### src/rtl/mptr_pkg.sv
package mptr_pkg;
  localparam int REG_W    = 64;
  localparam int FIELD_W  = 4;
  localparam int CPU_ID_W = 2;
  localparam int TMR_LSB  = 4;
  localparam int IPI_LSB  = 8;
  localparam int POST_LSB = 12;
  localparam int ACK_BIT  = 28;

  typedef enum logic [1:0] {
    SZ_BYTE  = 2'd0,
    SZ_HALF  = 2'd1,
    SZ_WORD  = 2'd2,
    SZ_DWORD = 2'd3
  } acc_size_e;

  typedef struct packed {
    logic               wr_ok;
    logic               rd_ok;
    logic               bad;
    logic [FIELD_W-1:0] post;
    logic [FIELD_W-1:0] ipi_clr;
    logic [FIELD_W-1:0] tmr_clr;
  } acc_dec_t;
endpackage

### src/rtl/mptr_decode.sv
module mptr_decode
  import mptr_pkg::*;
(
  input  logic             acc_valid,
  input  logic             acc_write,
  input  logic [1:0]       acc_size,
  input  logic [REG_W-1:0] acc_wdata,
  output acc_dec_t         dec
);
  logic full;
  logic recog;
  logic unused_bits;

  assign unused_bits = ^{acc_wdata[REG_W-1:ACK_BIT+1], acc_wdata[ACK_BIT-1:POST_LSB+FIELD_W],
                         acc_wdata[TMR_LSB-1:0]};

  always_comb begin
    full  = (acc_size == SZ_DWORD);
    recog = (|acc_wdata[POST_LSB +: FIELD_W]) | (|acc_wdata[IPI_LSB +: FIELD_W]) |
            (|acc_wdata[TMR_LSB +: FIELD_W]) | acc_wdata[ACK_BIT];
    dec.wr_ok   = acc_valid && acc_write && full;
    dec.rd_ok   = acc_valid && !acc_write && full;
    dec.bad     = acc_valid && (!full || (acc_write && !recog));
    dec.post    = dec.wr_ok ? acc_wdata[POST_LSB +: FIELD_W] : '0;
    dec.ipi_clr = dec.wr_ok ? acc_wdata[IPI_LSB +: FIELD_W]  : '0;
    dec.tmr_clr = dec.wr_ok ? acc_wdata[TMR_LSB +: FIELD_W]  : '0;
  end
endmodule

### src/rtl/mptr_ipi_bank.sv
module mptr_ipi_bank #(
  parameter int NCPU = 4
) (
  input  logic            clk,
  input  logic            rst,
  input  logic [NCPU-1:0] post,
  input  logic [NCPU-1:0] clr,
  output logic [NCPU-1:0] pend_q
);
  for (genvar n = 0; n < NCPU; n++) begin : g_cpu
    // post is applied first, clear second: clear wins on overlap
    always_ff @(posedge clk) begin
      if (rst)           pend_q[n] <= 1'b0;
      else if (clr[n])   pend_q[n] <= 1'b0;
      else if (post[n])  pend_q[n] <= 1'b1;
    end
  end
endmodule

### src/rtl/mptr_tmr_bank.sv
module mptr_tmr_bank #(
  parameter int NCPU = 4
) (
  input  logic            clk,
  input  logic            rst,
  input  logic            tick,
  input  logic [NCPU-1:0] ack,
  output logic [NCPU-1:0] pend_q
);
  for (genvar n = 0; n < NCPU; n++) begin : g_cpu
    always_ff @(posedge clk) begin
      if (rst)          pend_q[n] <= 1'b0;
      else if (tick)    pend_q[n] <= 1'b1;
      else if (ack[n])  pend_q[n] <= 1'b0;
    end
  end
endmodule

### src/rtl/mptr_ipi_timer.sv
module mptr_ipi_timer
  import mptr_pkg::*;
#(
  parameter int NCPU = 4
) (
  input  logic                clk,
  input  logic                rst,
  input  logic                acc_valid,
  input  logic                acc_write,
  input  logic [1:0]          acc_size,
  input  logic [CPU_ID_W-1:0] acc_cpu,
  input  logic [REG_W-1:0]    acc_wdata,
  input  logic                tick,
  output logic [REG_W-1:0]    rd_data,
  output logic                rd_valid,
  output logic                err,
  output logic [NCPU-1:0]     ipi_irq,
  output logic [NCPU-1:0]     tmr_irq
);
  acc_dec_t         dec;
  logic [REG_W-1:0] rd_word;

  mptr_decode u_dec (
    .acc_valid (acc_valid),
    .acc_write (acc_write),
    .acc_size  (acc_size),
    .acc_wdata (acc_wdata),
    .dec       (dec)
  );

  mptr_ipi_bank #(.NCPU(NCPU)) u_ipi (
    .clk    (clk),
    .rst    (rst),
    .post   (dec.post[NCPU-1:0]),
    .clr    (dec.ipi_clr[NCPU-1:0]),
    .pend_q (ipi_irq)
  );

  mptr_tmr_bank #(.NCPU(NCPU)) u_tmr (
    .clk    (clk),
    .rst    (rst),
    .tick   (tick),
    .ack    (dec.tmr_clr[NCPU-1:0]),
    .pend_q (tmr_irq)
  );

  always_comb begin
    rd_word = '0;
    rd_word[TMR_LSB +: NCPU]  = tmr_irq;
    rd_word[IPI_LSB +: NCPU]  = ipi_irq;
    rd_word[CPU_ID_W-1:0]     = acc_cpu;
  end

  always_ff @(posedge clk) begin
    if (rst) begin
      rd_data  <= '0;
      rd_valid <= 1'b0;
      err      <= 1'b0;
    end else begin
      rd_valid <= dec.rd_ok;
      rd_data  <= dec.rd_ok ? rd_word : '0;
      err      <= dec.bad;
    end
  end
endmodule

### config.mk
export PLATFORM = sky130hd
export DESIGN_NAME = mptr_ipi_timer
export DESIGN_NICKNAME = d
export VERILOG_FILES = /design/src/rtl/mptr_pkg.sv /design/src/rtl/mptr_decode.sv /design/src/rtl/mptr_ipi_bank.sv /design/src/rtl/mptr_tmr_bank.sv /design/src/rtl/mptr_ipi_timer.sv
export SDC_FILE = /design/constraint.sdc
export NUM_CORES = 1
export LEC_CHECK = 0
export BUFFER_PORTS_ARGS = -buffer_cell sky130_fd_sc_hd__buf_2
export CAP_MARGIN = 40
export CELL_PAD_IN_SITES_DETAIL_PLACEMENT = 1
export CELL_PAD_IN_SITES_GLOBAL_PLACEMENT = 1
export CORE_MARGIN = 2
export CORE_UTILIZATION = 17
export DETAILED_ROUTE_END_ITERATION = 16
export PLACE_DENSITY = 0.85
export SYNTH_ARGS = -nofsm -noshare
export SYNTH_HDL_FRONTEND = slang
export SYNTH_SLANG_ARGS = --single-unit
### constraint.sdc
create_clock -name clk -period 1.1 [get_ports clk]
set_input_delay 0.33 -clock clk [delete_from_list [all_inputs] [get_ports clk]]
set_output_delay 0.33 -clock clk [all_outputs]
set_load 0.02 [all_outputs]
## After elaboration in Yosys (flattened, before gate mapping)

Cells that the tools add are included.

| word-level totals | value |
|---|---|
| flip-flop bits (word level) | 74 |
| bits of input ports | 73 |
| output and inout port bits | 74 |
| word-level logic and storage cells | 50 |

| operators by class | value |
|---|---|
| eq/ne operators | 1 |
| mux-type cells | 11 |
| bitwise logic cells | 4 |
| reduce and logical (&&, ||, !) cells | 22 |

Operators by type and width:

| kind | number |
|---|---|
| $mux 4 | 3 |
| $reduce_or 4->1 | 3 |
| $reduce_or 2->1 | 5 |
| $mux 1 | 8 |
| $reduce_bool 2->1 | 4 |
| $logic_and 1x1->1 | 6 |
| $logic_not 1->1 | 3 |
| $or 1x1->1 | 3 |
| $eq 2x2->1 const B | 1 |
| $logic_or 1x1->1 | 1 |
| $not 1->1 | 1 |

## Depth between registers and ports, before layout

| logic depth | value |
|---|---|
| depth in word-level cells | 8 |
| gate-level depth with buffers | 5 |
| depth with buffers taken out | 3 |

## Cells and area by module

A second synthesis with hierarchy kept.

| second synthesis, totals | value |
|---|---|
| cells, all modules | 127 |
| area total of the unflattened synthesis | 1181.1 µm² |

Modules (own cells, without submodules):

| module | instances | cells an instance | area each (µm²) | seq. area each (µm²) |
|---|---|---|---|---|
| mptr_ipi_timer | 1 | 81 | 765.7 | 240.2 |
| mptr_decode | 1 | 21 | 171.4 | 0.0 |
| mptr_tmr_bank | 1 | 13 | 128.9 | 80.1 |
| mptr_ipi_bank | 1 | 12 | 115.1 | 80.1 |

## Worst setup path before layout

OpenSTA, ideal clock, no wires.

| timing path | value |
|---|---|
| path kind | input to register |
| from | in rst |
| to | reg rd_data[10] |
| setup time | 60 ps |
| arrival time | 986 ps |
| required time | 1040 ps |
| slack | 54 ps |
| cell stages on the path | 5 |
| buffers on the path | 2 |
| path through | buf_6 nand2b_4 nor3_2 buf_4 and2_1 |

| on the way | value |
|---|---|
| longest elaborated chain between the ends | 1 |

Ends and longest elaborated chain:

| what | line | source |
|---|---|---|
| start: declaration | mptr_ipi_timer.sv:7 | `input logic rst,` |
| $reduce_or 2->1 (no line) | n/a |  |
| end signal: assignment | mptr_ipi_timer.sv:61 | `rd_data <= dec.rd_ok ? rd_word : '0;` |
| end: declaration | mptr_ipi_timer.sv:14 | `output logic [REG_W-1:0] rd_data,` |

Every way passes these cells.
A chain may end at the register's enable or synchronous reset.

## Final worst setup path

| timing path | value |
|---|---|
| from | reg u_ipi.pend_q[0] |
| to | out ipi_irq[0] |

RTL lines:

| what | line | source |
|---|---|---|
| start: declaration | mptr_ipi_bank.sv:8 | `output logic [NCPU-1:0] pend_q` |
| start signal: indexed assignment | mptr_ipi_bank.sv:13 | `if (rst) pend_q[n] <= 1'b0;` |
| start signal: indexed assignment | mptr_ipi_bank.sv:14 | `else if (clr[n]) pend_q[n] <= 1'b0;` |
| start signal: indexed assignment | mptr_ipi_bank.sv:15 | `else if (post[n]) pend_q[n] <= 1'b1;` |
| end: declaration | mptr_ipi_timer.sv:17 | `output logic [NCPU-1:0] ipi_irq,` |

No word-level cell between the ends.

==> flow_summary_export.csv <==
group,metric,value,unit
drt,first_pass_iters,2,
timing,setup_viol,0,
drt,drc,0,
global_route,first_global_vias,762,
power,sw_frac_of_total,30.3,%
global_route,antenna_found_initial,0,
drt,wirelength,2.47,mm
drt,dr.first_iter.drc_count,2,
worst_setup_path,cp.buffers_inverters,1,
global_route,overflow,0,
synthesis,avgSynthCellArea,9.56,um^2
global_route,grt_pass1_wl,3.54,mm
floorplanning,start_util,17.4,%
worst_setup_path,max_stage_delay,0.35,ns
placement,placed_cells,242,
layout,layout_common_cells,"54 x conb_1, 33 x buf_2, 19 x buf_4, 12 x dfxtp_1, 10 x and2_1",
floorplanning,dieArea,7130,um^2
placement,io_buffers,41,
global_route,grt.total_usage,6.20,%
synthesis,netlist_instances,115,
power,cellLeakagePower,0.000710,uW
timing,period_needed,1.07,ns
layout,final_common_cell,"conb_1",
min_path,hold_path_class,"in2reg",
clock_network,cts_tree,"yes",
clock_network,numClockSinks,20,
timing,final_hold_viol_count,0,
layout,finish.instance_area,1370,um^2
clock_network,numCtsBuffers,3,
power,p_per_area,1220,nW/um^2
power,vdd_ir_drop_max,0.630,mV
worst_setup_path,crit_type,"reg2out",
worst_setup_path,crit_path_end_kind,"output pin",
synthesis,yosys_warnings,0,
floorplanning,core-area,6310,um^2
layout,layoutNonFillerInstCount,247,
synthesis,synth_cell_types,19,
synthesis,synthesis.area,1100,um^2
synthesis,yosysSeqAreaShare,36.4,%
layout,drive_gt1_share,43.5,%
clock_network,clkTransAtPathRegs,0.07,ns
drt,ant_nets,0,
floorplanning,fp-row-count,29,
worst_setup_path,worstPathArrival,0.74,ns
status,status,"complete, no violations",
worst_setup_path,start_kind,"flip-flop",
floorplanning,num_io_pins,147,
clock_network,clk_latency,0.26,ns
worst_setup_path,crit_chain,"buf_4",
drt,avgViaCountPerCell,3.33,
floorplanning,die_h,84.4,um
clock_network,root_buffer,"clkbuf_8",
clock_network,clk_path_buf_depth,2,
timing,finalCritPeriodShare,97.7,%
worst_setup_path,crit_family,"flip-flops",
power,p_seq_share,45.6,%
timing,clock_skew,0.00172,ns
placement,dp.final_hpwl,2.08,mm
clock_network,ctsHtreeMaxLevel,1,
clock_network,cts_hold_buf,0,
timing,slew_violations,0,
drt,wire_per_inst,9.99,um
power,p_switching,505,uW
layout,synthToLayoutAreaGrowth,24.2,%
layout,num_antenna_cells,0,
drt,num_vias,823,
power,p_int,1160,uW
worst_setup_path,cp_slowest_cell,"dfxtp_2",
worst_setup_path,cp_max_fo,3,
worst_setup_path,required,0.77,ns
timing,fmaxAchievable,931,MHz
layout,final_nets,244,
placement,placed_area,1260,um^2
global_route,grt_max_degree,13,
power,p_clk_share,33.3,%
placement,gp_congestion,0.723,
power,p_comb_share,21.1,%
floorplanning,dieWidth,84.4,um
synthesis,synth-seq-cells,20,
run,cap_violations,0,
## registers in the layout, indices dropped and copies added, names as in the netlist
signal        count
rd_valid          1
u_ipi.pend_q      4
u_tmr.pend_q      4
err               1
rd_data          10
## final timing paths
| kind | endpoint | slack (ns) | startpoint | depth (start not counted) |
|---|---|---|---|---|
| max | ipi_irq[0] | 0.03 | u_ipi.pend_q[0]$_SDFFE_PP0P_ | 1 |
| max reg2reg | u_tmr.pend_q[1]$_SDFFE_PP0P_ | 0.31 | u_tmr.pend_q[1]$_SDFFE_PP0P_ | 2 |
| min | u_ipi.pend_q[3]$_SDFFE_PP0P_ | 0.26 | acc_wdata[11] | 2 |
| min reg2reg | rd_data[11]$_SDFF_PP0_ | 0.48 | u_ipi.pend_q[3]$_SDFFE_PP0P_ | 1 |
## cell families after synthesis
logic type / after synthesis / share of synthesized area (%)
DFF: 20 / 36.4
buffers and inverters: 58 / 39.9
other: 1 / 0.341
AOI/OAI and AO/OA: 13 / 10.1
and+or+nand+nor: 23 / 13.2
## cells in the mapped netlist (all sizes together)
cell    number  area (um^2)
buf         57          435
dfxtp       20          400
and2        10         62.6
nor2         5         18.8
a211oi       4         40.0
a21oi        4         27.5
a311oi       4         35.0
nor4         3         18.8
a41oi        1         8.76
and4         1         11.3
conb         1         3.75
inv          1         3.75
nand2        1         3.75
nand2b       1         13.8
nor2b        1         6.26
nor3         1         10.0
## area by class of cell
class | instances | area [um^2]
Multi-Input combinational cell | 90 | 459
Clock buffer | 4 | 55.1
Sequential cell | 20 | 410
Tap cell | 77 | 96.3
Inverter | 1 | 3.75
Fill cell | 778 | 4950
Timing Repair Buffer | 55 | 342
## through the flow
step / power [uW] / setup TNS [ns] / hold WS, ns / setup WS (ns) / util [%]
floorplan: 1140 / 0 / 0.417 / 0.0543 / -
detailed placement: 1110 / -0.798 / 0.483 / -0.137 / 20.0
finish: 1670 / 0 / 0.256 / 0.0258 / 21.6
CTS: 1680 / 0 / 0.255 / 0.000119 / 21.3
global placement: 1100 / -0.186 / 0.468 / -0.0476 / 20.0
global route: 1740 / -0.00641 / 0.264 / -0.00641 / 21.6
## power groups by stage
stage,combinational [uW],sequential (uW),clock (uW)
CTS,345,757,575
global route,379,761,602
floorplan,353,792,0
global placement,329,770,0
detailed placement,337,771,0
finish,352,759,555
## metal layers
metal / vias up / wire, um / global-route usage (%)
met2: 63 / 1360 / 13.7
met1: 377 / 812 / 5.23
li1: 380 / - / -
met3: 3 / 268 / 0.885
met5: - / 0 / 0
met4: 0 / 29 / 2.60
## repair_timing
item,in CTS,in global routing
setup buffers,0,1
endpoints found under the setup margin,8,5
endpoints found under the hold margin,0,0
resized for setup,15,4
Power figures use the tool's default switching activity.
